File: src/rtl/boot_pkg.sv
package boot_pkg;

  localparam int CFG_FIELD_W = 6;

  typedef enum logic [2:0] {
    ST_HOLD  = 3'd0,
    ST_WAIT  = 3'd1,
    ST_CFG   = 3'd2,
    ST_FETCH = 3'd3,
    ST_RUN   = 3'd4
  } boot_st_e;

  // Field order matches the byte bit positions 5..0 (decoded by neighbours).
  typedef struct packed {
    logic [1:0] rdy_mode;
    logic       adv_sel;
    logic       wr_mode;
    logic       dyn_width;
    logic       pdn_en;
  } boot_cfg_t;

endpackage

File: src/rtl/boot_rst_sync.sv
module boot_rst_sync #(
  parameter int STAGES = 2
) (
  input  logic clk,
  input  logic rst,
  input  logic din,
  output logic dout
);

  logic [STAGES-1:0] chain;

  always_ff @(posedge clk) begin
    if (rst) chain <= '0;
    else     chain <= STAGES'({chain, din});
  end

  assign dout = chain[STAGES-1];

endmodule

File: src/rtl/boot_stretch.sv
module boot_stretch #(
  parameter int TICKS = 16
) (
  input  logic clk,
  input  logic rst,
  input  logic tick,
  input  logic start,
  output logic active,
  output logic last
);

  localparam int CW = (TICKS > 1) ? $clog2(TICKS) : 1;
  localparam logic [CW-1:0] LAST_CNT = CW'(TICKS - 1);

  logic [CW-1:0] cnt;

  always_ff @(posedge clk) begin
    if (rst) begin
      active <= 1'b1;
      cnt    <= '0;
    end else if (start) begin
      active <= 1'b1;
      cnt    <= '0;
    end else if (active && tick) begin
      if (cnt == LAST_CNT) begin
        active <= 1'b0;
        cnt    <= '0;
      end else begin
        cnt <= cnt + 1'b1;
      end
    end
  end

  assign last = active && (cnt == LAST_CNT);

  // the pull-down only ends on a tick after the full count
  a_r1_full_count: assert property (@(posedge clk) disable iff (rst)
    $fell(active) |-> $past(tick) && ($past(cnt) == LAST_CNT));

  a_r1_count_moves_on_tick: assert property (@(posedge clk) disable iff (rst)
    (active && !tick && !start) |=> $stable(cnt));

endmodule

File: src/rtl/boot_cfg_reg.sv
module boot_cfg_reg
  import boot_pkg::*;
(
  input  logic      clk,
  input  logic      rst,
  input  logic      clr,
  input  logic      load,
  input  boot_cfg_t din,
  output boot_cfg_t cfg,
  output logic      valid
);

  always_ff @(posedge clk) begin
    if (rst || clr) begin
      cfg   <= '0;
      valid <= 1'b0;
    end else if (load && !valid) begin
      cfg   <= din;
      valid <= 1'b1;
    end
  end

  // a latched configuration never changes until cleared
  a_r8_cfg_hold: assert property (@(posedge clk) disable iff (rst)
    (valid && $past(valid)) |-> $stable(cfg));

  // nothing but zeros before the byte is latched
  a_r7_zero_until_valid: assert property (@(posedge clk) disable iff (rst)
    !valid |-> (cfg == '0));

endmodule

File: src/rtl/boot_width_sel.sv
module boot_width_sel (
  input  logic clk,
  input  logic rst,
  input  logic ld,
  input  logic ld_dyn,
  input  logic valid,
  input  logic dyn,
  input  logic pin,
  output logic wide_next,
  output logic acc_wide
);

  always_comb begin
    if (ld) wide_next = ld_dyn && pin;
    else    wide_next = valid && dyn && pin;
  end

  always_ff @(posedge clk) begin
    if (rst) acc_wide <= 1'b0;
    else     acc_wide <= wide_next;
  end

  // a wide access always needs the pin high
  a_r5_wide_needs_pin: assert property (@(posedge clk) disable iff (rst)
    acc_wide |-> $past(pin));

  // locked mode stays narrow
  a_r5_locked_narrow: assert property (@(posedge clk) disable iff (rst)
    $past(valid && !dyn && !ld) |-> !acc_wide);

endmodule

File: src/rtl/boot_bus_cfg.sv
module boot_bus_cfg
  import boot_pkg::*;
#(
  parameter int ADDR_W        = 16,
  parameter int DATA_W        = 16,
  parameter int STRETCH_TICKS = 16,
  parameter int SYNC_STAGES   = 2,
  parameter logic [ADDR_W-1:0] CFG_ADDR   = 16'h2018,
  parameter logic [ADDR_W-1:0] FETCH_ADDR = 16'h2080
) (
  input  logic              clk,
  input  logic              rst,
  input  logic              st_en,
  input  logic              ext_rst_n,
  output logic              rst_pull,
  input  logic              bus_wide,
  output logic              mem_req,
  output logic [ADDR_W-1:0] mem_addr,
  output logic              mem_wide,
  input  logic              mem_ack,
  input  logic [DATA_W-1:0] mem_rdata,
  input  logic              pdn_req,
  output logic              pdn_grant,
  output logic              cfg_valid,
  output logic [1:0]        cfg_rdy_mode,
  output logic              cfg_adv_sel,
  output logic              cfg_wr_mode,
  output logic              cfg_dyn_width,
  output logic              cfg_pdn_en,
  output logic              acc_wide,
  output logic              fetch_start
);

  boot_st_e  state;
  boot_cfg_t cfg;
  boot_cfg_t cfg_in;
  logic      line_s;
  logic      busy_state;
  logic      restart;
  logic      stretch_last;
  logic      cfg_load;
  logic      wide_next;
  logic      unused_lanes;

  boot_rst_sync #(.STAGES(SYNC_STAGES)) u_sync (
    .clk  (clk),
    .rst  (rst),
    .din  (ext_rst_n),
    .dout (line_s)
  );

  assign busy_state = (state == ST_CFG) || (state == ST_FETCH) || (state == ST_RUN);
  assign restart    = st_en && !line_s && busy_state;
  assign cfg_in     = boot_cfg_t'(mem_rdata[CFG_FIELD_W-1:0]);
  assign unused_lanes = ^mem_rdata[DATA_W-1:CFG_FIELD_W];
  assign cfg_load   = st_en && (state == ST_CFG) && mem_ack && !restart;

  boot_stretch #(.TICKS(STRETCH_TICKS)) u_stretch (
    .clk    (clk),
    .rst    (rst),
    .tick   (st_en),
    .start  (restart),
    .active (rst_pull),
    .last   (stretch_last)
  );

  boot_cfg_reg u_cfg (
    .clk   (clk),
    .rst   (rst),
    .clr   (restart),
    .load  (cfg_load),
    .din   (cfg_in),
    .cfg   (cfg),
    .valid (cfg_valid)
  );

  boot_width_sel u_width (
    .clk       (clk),
    .rst       (rst),
    .ld        (cfg_load),
    .ld_dyn    (cfg_in.dyn_width),
    .valid     (cfg_valid),
    .dyn       (cfg.dyn_width),
    .pin       (bus_wide),
    .wide_next (wide_next),
    .acc_wide  (acc_wide)
  );

  assign cfg_rdy_mode  = cfg.rdy_mode;
  assign cfg_adv_sel   = cfg.adv_sel;
  assign cfg_wr_mode   = cfg.wr_mode;
  assign cfg_dyn_width = cfg.dyn_width;
  assign cfg_pdn_en    = cfg.pdn_en;

  always_ff @(posedge clk) begin
    if (rst) begin
      state       <= ST_HOLD;
      mem_req     <= 1'b0;
      mem_addr    <= '0;
      mem_wide    <= 1'b0;
      fetch_start <= 1'b0;
      pdn_grant   <= 1'b0;
    end else begin
      fetch_start <= 1'b0;
      pdn_grant   <= pdn_req && cfg_valid && cfg.pdn_en;
      if (restart) begin
        state   <= ST_HOLD;
        mem_req <= 1'b0;
      end else if (st_en) begin
        unique case (state)
          ST_HOLD: begin
            if (stretch_last) state <= ST_WAIT;
          end
          ST_WAIT: begin
            if (line_s) begin
              state    <= ST_CFG;
              mem_req  <= 1'b1;
              mem_addr <= CFG_ADDR;
              mem_wide <= bus_wide;
            end
          end
          ST_CFG: begin
            if (mem_ack) begin
              state       <= ST_FETCH;
              mem_addr    <= FETCH_ADDR;
              mem_wide    <= wide_next;
              fetch_start <= 1'b1;
            end
          end
          ST_FETCH: begin
            if (mem_ack) begin
              state   <= ST_RUN;
              mem_req <= 1'b0;
            end
          end
          default: state <= state;
        endcase
      end
    end
  end

  // no bus activity while the reset line is pulled
  a_r2_quiet_in_reset: assert property (@(posedge clk) disable iff (rst)
    rst_pull |-> !mem_req);

  // every new request sequence opens with the configuration read
  a_r2_cfg_first: assert property (@(posedge clk) disable iff (rst)
    $rose(mem_req) |-> (mem_addr == CFG_ADDR));

  // configuration read width follows the pin at issue
  a_r3_cfg_width: assert property (@(posedge clk) disable iff (rst)
    $rose(mem_req) |-> (mem_wide == $past(bus_wide)));

  // fetch pulse coincides with the fetch address
  a_r6_fetch_addr: assert property (@(posedge clk) disable iff (rst)
    fetch_start |-> (mem_req && (mem_addr == FETCH_ADDR) && cfg_valid));

  // grant only when allowed
  a_r9_pdn_gate: assert property (@(posedge clk) disable iff (rst)
    pdn_grant |-> ($past(pdn_req) && $past(cfg_pdn_en)));

  // no state movement without a tick
  a_r10_tick_only: assert property (@(posedge clk) disable iff (rst)
    !st_en |=> $stable(state));

  // a reset seen on a tick while busy restarts everything
  a_r11_restart: assert property (@(posedge clk) disable iff (rst)
    (st_en && !line_s && busy_state) |=> (rst_pull && !cfg_valid && !mem_req));

endmodule

File: config.mk
export PLATFORM = sky130hd
export DESIGN_NAME = boot_bus_cfg
export DESIGN_NICKNAME = d
export VERILOG_FILES = /design/src/rtl/boot_pkg.sv /design/src/rtl/boot_rst_sync.sv /design/src/rtl/boot_stretch.sv /design/src/rtl/boot_cfg_reg.sv /design/src/rtl/boot_width_sel.sv /design/src/rtl/boot_bus_cfg.sv
export SDC_FILE = /design/constraint.sdc
export NUM_CORES = 1
export LEC_CHECK = 0
export BUFFER_PORTS_ARGS = -buffer_cell sky130_fd_sc_hd__buf_2
export CAP_MARGIN = 10
export CORE_MARGIN = 3
export CORE_UTILIZATION = 49
export DETAILED_ROUTE_END_ITERATION = 12
export HOLD_SLACK_MARGIN = 0.12
export MAX_ROUTING_LAYER = met4
export PLACE_DENSITY = 0.81
export SKIP_CTS_REPAIR_TIMING = 1
export SLEW_MARGIN = 10
export SYNTH_ARGS = -nofsm -noshare
export SYNTH_HDL_FRONTEND = slang
export SYNTH_SLANG_ARGS = --single-unit
File: constraint.sdc
create_clock -name clk -period 3.5 [get_ports clk]
set_clock_uncertainty 0.2 [all_clocks]
set_input_delay 0 -clock clk [delete_from_list [all_inputs] [get_ports clk]]
set_output_delay 0 -clock clk [all_outputs]
set_load 0.02 [all_outputs]
==> metrics.txt, run 1 <==
status=finished clean; Clk Latency, worst-skew pair=0.31 ns; most frequent cells in the layout=29 x buf_2, 25 x dfxtp_1, 16 x dlygate4sd3_1; initial drt markers=9; Die Width=54.3 um; Yosys top cell area share=0.438; post-route core utilization=0.684; first-pass GRT wire length=3200 um; hold crit path type=in2reg; TNS Setup=0 ns; initial antenna violation count=0; Worst R2R Start=state[1]$_SDFFE_PP0P_; num rows=16; Achievable Freq=375 MHz; Synth Area per Inst=8.99 um^2; hold depth=4; H-Tree Depth=1; commonest non-fill, non-tap cell in the layout=buf_2; vias=968; Post-Synth Simple-Gate Area=0.246; Final Max Tran Viols=0; Critical Path Fanout Max=10; Remaining Overflow, GRT=0; Ports=52; Reg2Reg Setup Slack=0.83 ns; leakage power=0.590 nW; Hold Path End=u_cfg.cfg[2]$_SDFFE_PP0P_; post-synth cell types=35; RePlAce Congestion=0.766; drt wl/cell=12.0 um; Min Clock Period, post-route=2.67 ns; Yosys reg bits=25; n_diodes=0; Total GRT Usage=0.160; Power Dens Cells=324 mW/mm^2; share of the synthesized area in compound gates (AO/OA/AOI/OAI)=0.114; largest family of logic cells by synthesized area=simple AND/OR/NAND/NOR gates; Period Utilization, post-route=0.763; Root Driver=clkbuf_4; Worst R2R Path Depth=5; Critical Path Sink Type=flop; die area=0.00295 mm^2; fin nets=193; Filler cells=185; reg2reg end=mem_wide$_SDFFE_PP0P_; worst path required time=3.56 ns; Clock transition at path regs=0.13 ns; Adder-Cell Fraction of Synth Area=0.0110; Ys Warns=0; Arr. time, crit path=2.73 ns; Remaining DRCs=0; DRT Pass-1 Iters=4; Cells after Synth=127; CTS tree=yes; vias per cell=4.96; area leader, netlist=dfxtp_1; Crit Path Class=reg2reg; proportion of layout cells with a drive suffix above 1=0.262; crit start category=flop; vias in the first global route=763; max cap viols=0; # setup viols final=0; CTS buffer count=3; Initial Util=0.549; largest net degree at the start of global routing=16; Fin Hold WS=0.260 ns; mux contribution to synthesized area=0.0624; share of the yosys chip area belonging to registers=0.438; Hold Vio Cnt, Final=0; xor/xnor share of the synthesized area=0.00767; Hold Crit Start=mem_rdata[2]; unrepaired setup endpoints after global routing=no; synthesized cell area=0.00114 mm^2; area delta synth->final=24.6%; worst vdd rail ir drop=0.218 mV; core area=0.00208 mm^2; Routed Wire Length=2340 um; chip height=54.3 um; DPL Wire Length=1590 um; clock net sink count=25; clock buffer depth=2; # port buffers=29; synth top area cells=dfxtp_1 44%, buf_4 9.2%, mux2i_1 5.3%; Post-DRT Antenna Nets=0
[metal layers]
layer  vias to the layer above  track usage  wire length [um]  share of wire
met3                         4       0.0327               133          0.057
met5                         -            -                 0              0
met2                        28        0.253              1180           0.51
li1                        496            -                 -              -
met1                       440        0.184               978           0.42
met4                         0       0.0996                44          0.019
[cell families (layout without fill, tap and decap cells)]
family          Yosys count  in the layout
compound gates           20             20
xor+xnor                  1              1
simple gates             51             51
buf+inv                  21             51
other cells               1             12
fa+ha+maj                 1              1
mux                       7              7
flops                    25             25
[layout make-up]
| type | instances | area, um^2 | share of cell area |
|---|---|---|---|
| clock buffers | 3 | 22.5 | 0.0158 |
| clock inverters | 1 | 5.00 | 0.00351 |
| inverters | 2 | 7.51 | 0.00527 |
| repair buffers | 45 | 305 | 0.214 |
| flip-flops and latches | 25 | 500 | 0.351 |
| well taps | 27 | 33.8 | 0.0237 |
| multi-input cells | 92 | 549 | 0.386 |
[per-stage QoR]
stage               total power [W]  setup slack [ns]  area [um^2]  std cells
finish                     0.000462             0.830         1420        195
global route               0.000484             0.697         1420        195
CTS                        0.000456              1.45         1260        179
detailed placement         0.000332              1.48         1240        175
global placement           0.000330              1.50         1240        175
floorplan                  0.000331              1.61         1180        138
[power by group]
| part | internal, W | total, W | switching [W] |
|---|---|---|---|
| combinational | 0.0000191 | 0.0000472 | 0.0000281 |
| sequential | 0.000287 | 0.000290 | 0.00000258 |
| clock | 0.0000427 | 0.000125 | 0.0000820 |
[registers in the layout, indices dropped and copies added, names as in the netlist, 2 cells and up]
register       cells
u_cfg.cfg          6
mem_addr           3
state              3
u_stretch.cnt      4
u_sync.chain       2
[critical path, cell delays in order (launching register included)]
cell and delay (ns):
dfxtp_1 0.49, or3b_1 0.49, nor2_1 0.19, mux2_2 0.37, a311oi_1 0.29, dlygate4sd3_1 0.60
[how the worst max path moves through the flow]
stage                     startpoint               endpoint  slack [ns]  cells after the start
2_1_floorplan  state[1]$_SDFFE_PP0P_  mem_wide$_SDFFE_PP0P_        1.61                      6
3_3_place_gp   state[1]$_SDFFE_PP0P_  mem_wide$_SDFFE_PP0P_        1.50                      4
3_5_place_dp   state[1]$_SDFFE_PP0P_  mem_wide$_SDFFE_PP0P_        1.48                      4
4_1_cts        state[1]$_SDFFE_PP0P_  mem_wide$_SDFFE_PP0P_        1.45                      4
5_1_grt        state[1]$_SDFFE_PP0P_  mem_wide$_SDFFE_PP0P_        0.70                      5
6_report       state[1]$_SDFFE_PP0P_  mem_wide$_SDFFE_PP0P_        0.83                      5
[cell usage after synthesis, drive strengths merged]
cell	n
dfxtp	25
nor2	19
buf	16
a21oi	9
nand3	7
mux2i	6
nand2	5
nand2b	4
nor3	4
clkbuf	3
nor2b	3
a311oi	2
a31oi	2
inv	2
nand4	2
o21ai	2
a211oi	1
a21o	1
a31o	1
a41oi	1
and4b	1
conb	1
ha	1
mux2	1
nand3b	1
o31ai	1
or2	1
or2b	1
or3	1
or3b	1
or4	1
xor2	1
Note: power is estimated with default switching activity, not from simulation.
==> run 2: changes to the inputs <==
--- a/config.mk
+++ b/config.mk
@@ -8,11 +8,11 @@
 export BUFFER_PORTS_ARGS = -buffer_cell sky130_fd_sc_hd__buf_2
 export CAP_MARGIN = 10
 export CORE_MARGIN = 3
-export CORE_UTILIZATION = 49
+export CORE_UTILIZATION = 45
 export DETAILED_ROUTE_END_ITERATION = 12
 export HOLD_SLACK_MARGIN = 0.12
 export MAX_ROUTING_LAYER = met4
-export PLACE_DENSITY = 0.81
+export PLACE_DENSITY = 0.75
 export SKIP_CTS_REPAIR_TIMING = 1
 export SLEW_MARGIN = 10
 export SYNTH_ARGS = -nofsm -noshare
==> constraint.sdc (replaced) <==
create_clock -name clk -period 2.75 [get_ports clk]
set_clock_uncertainty 0.2 [all_clocks]
set_input_delay 0 -clock clk [delete_from_list [all_inputs] [get_ports clk]]
set_output_delay 0 -clock clk [all_outputs]
set_load 0.02 [all_outputs]
==> run 2 against run 1 <==
Net effect:
- fmax grew 1.7%
- power rose by 28%
- largest cell class unchanged
- routed wire length shrank 3.2%
- clock power up 30%
- utilization is 7.0 points lower
- non-clock buffer count is the same
- die area increased by 7.9%
==> metrics.txt, run 2 (same netlist as run 1, synthesis figures left out) <==
DPL Wire Length=1560 um (-2.1%); clock buffer depth=2 (unchanged); Hold Path End=u_cfg.cfg[4]$_SDFFE_PP0P_; Reg2Reg Setup Slack=0.12 ns (-0.71 ns); Hold Vio Cnt, Final=0 (unchanged); cell family with most CP delay=simple AND/OR/NAND/NOR gates; clock net sink count=25 (unchanged); fin nets=193 (unchanged); first-pass GRT wire length=3370 um (+5.4%); Min Clock Period, post-route=2.63 ns (-0.0435 ns); area occupied by multi-input gates=549 um^2 (unchanged); Die Width=56.4 um (+3.9%); Power, Total=0.000592 W (+28%); initial drt markers=24 (+15); hold depth=4 (unchanged); Critical Path Sink Type=flop; Hold Crit Start=mem_rdata[4]; vias=968 (unchanged); Arr. time, crit path=2.70 ns (-0.03 ns); # port buffers=29 (unchanged); vias per cell=4.94 (-0.51%); Clk Latency, worst-skew pair=0.32 ns (about the same); Remaining DRCs=0 (unchanged); Final Max Tran Viols=0 (unchanged); Filler cells=199 (+7.6%); H-Tree Depth=1 (unchanged); setup ws final=0.124 ns (-0.707 ns); largest net degree at the start of global routing=16 (unchanged); num rows=17 (+1); Ports=52 (unchanged); Worst R2R Start=state[1]$_SDFFE_PP0P_; Period Utilization, post-route=0.955 (+0.192); crit path cell chain=or3b_1 -> nor2_1 -> mux2_2 -> a311oi_1 -> dlygate4sd3_1; Initial Util=0.493 (-0.0560); reg2reg end=mem_wide$_SDFFE_PP0P_; proportion of layout cells with a drive suffix above 1=0.256 (-0.00595); most flop-heavy register=u_cfg.cfg; CTS tree=yes; Root Driver=clkbuf_4; crit start category=flop; status=finished clean; Crit-path slowest cell=dlygate4sd3_1; CP max stage delay=0.58 ns (-0.02 ns); worst path required time=2.82 ns (-0.74 ns); Post-DRT Antenna Nets=0 (unchanged); FF+latch area=500 um^2 (unchanged); Clock transition at path regs=0.13 ns (about the same); leakage power=0.587 nW (-0.46%); Remaining Overflow, GRT=0 (unchanged); most frequent cells in the layout=29 x buf_2, 25 x dfxtp_1, 16 x dlygate4sd3_1; hold crit path type=in2reg; Worst R2R Path Depth=5 (unchanged); worst vdd rail ir drop=0.223 mV (+2.3%); DRT Pass-1 Iters=4 (unchanged); Total GRT Usage=0.136 (-0.0234); max reg flops=6 (unchanged); RePlAce Congestion=0.757 (-1.2%); Power Dens Cells=416 mW/mm^2 (+28%); chip height=56.4 um (+3.9%); initial antenna violation count=0 (unchanged); Routed Wire Length=2270 um (-3.2%); drt wl/cell=11.6 um (-3.7%); post-route core utilization=0.614 (-0.0698); Crit Path Class=reg2reg; Post-Place Setup Slack=0.741 ns (-0.737 ns); die area=0.00318 mm^2 (+7.9%); vias in the first global route=840 (+10%); CTS buffer count=3 (unchanged); Largest regs=u_cfg.cfg (6), u_stretch.cnt (4); commonest non-fill, non-tap cell in the layout=buf_2; n_diodes=0 (unchanged); max cap viols=0 (unchanged); # setup viols final=0 (unchanged); Critical Path Fanout Max=10 (unchanged); Achievable Freq=381 MHz (+1.7%); Fin Hold WS=0.256 ns (-0.00360 ns); core area=0.00232 mm^2 (+11%); area delta synth->final=24.6% (unchanged); Buf+Inv Stages, Crit Path=1 (unchanged)
-- run 2: cell types whose count changed in the layout (fill, tap and decap cells not counted) --
cell	change
clkbuf_1	+1
clkinv_2	-1
-- run 2: cell type report --
cell class / instances / area share
Multi-Input combinational cell: 92 / 0.386
Sequential cell: 25 / 0.351
Timing Repair Buffer: 45 / 0.214
Tap cell: 28 / 0.0246
Clock buffer: 4 / 0.0185
Inverter: 2 / 0.00527
-- run 2: power by group --
part | switching, W | total (W) | internal (W)
combinational | 0.0000355 | 0.0000597 | 0.0000242
clock | 0.000106 | 0.000163 | 0.0000568
sequential | 0.00000344 | 0.000369 | 0.000366
total | 0.000145 | 0.000592 | 0.000447
-- run 2: stage by stage --
step           area (um^2)  cells  TNS [ns]
5_1_grt               1420    196   -0.0214
6_report              1420    196         0
4_1_cts               1260    180         0
3_5_place_dp          1240    176         0
2_1_floorplan         1180    138         0
3_3_place_gp          1240    176         0
-- run 2: routing by layer --
metal	up-vias	wire (um)	GRT usage
li1	494	-	-
met1	438	972	0.141
met2	31	1120	0.242
met3	5	111	0.0207
met4	0	57	0.0814
met5	-	0	-
-- run 2: worst min-delay path: stages --
cell           delay, ns
dlygate4sd3_1       0.52
buf_2               0.09
mux2i_1             0.07
nor2_2              0.07
-- run 2: worst max path at each step --
stage / start / endpoint / slack [ns] / cells past startpoint
final: state[1]$_SDFFE_PP0P_ / mem_wide$_SDFFE_PP0P_ / 0.12 / 5
after CTS: state[1]$_SDFFE_PP0P_ / mem_wide$_SDFFE_PP0P_ / 0.71 / 4
after floorplan: state[1]$_SDFFE_PP0P_ / mem_wide$_SDFFE_PP0P_ / 0.86 / 6
after detailed placement: state[1]$_SDFFE_PP0P_ / mem_wide$_SDFFE_PP0P_ / 0.74 / 4
after global routing: state[1]$_SDFFE_PP0P_ / mem_wide$_SDFFE_PP0P_ / -0.02 / 5
after global placement: state[1]$_SDFFE_PP0P_ / mem_wide$_SDFFE_PP0P_ / 0.77 / 4
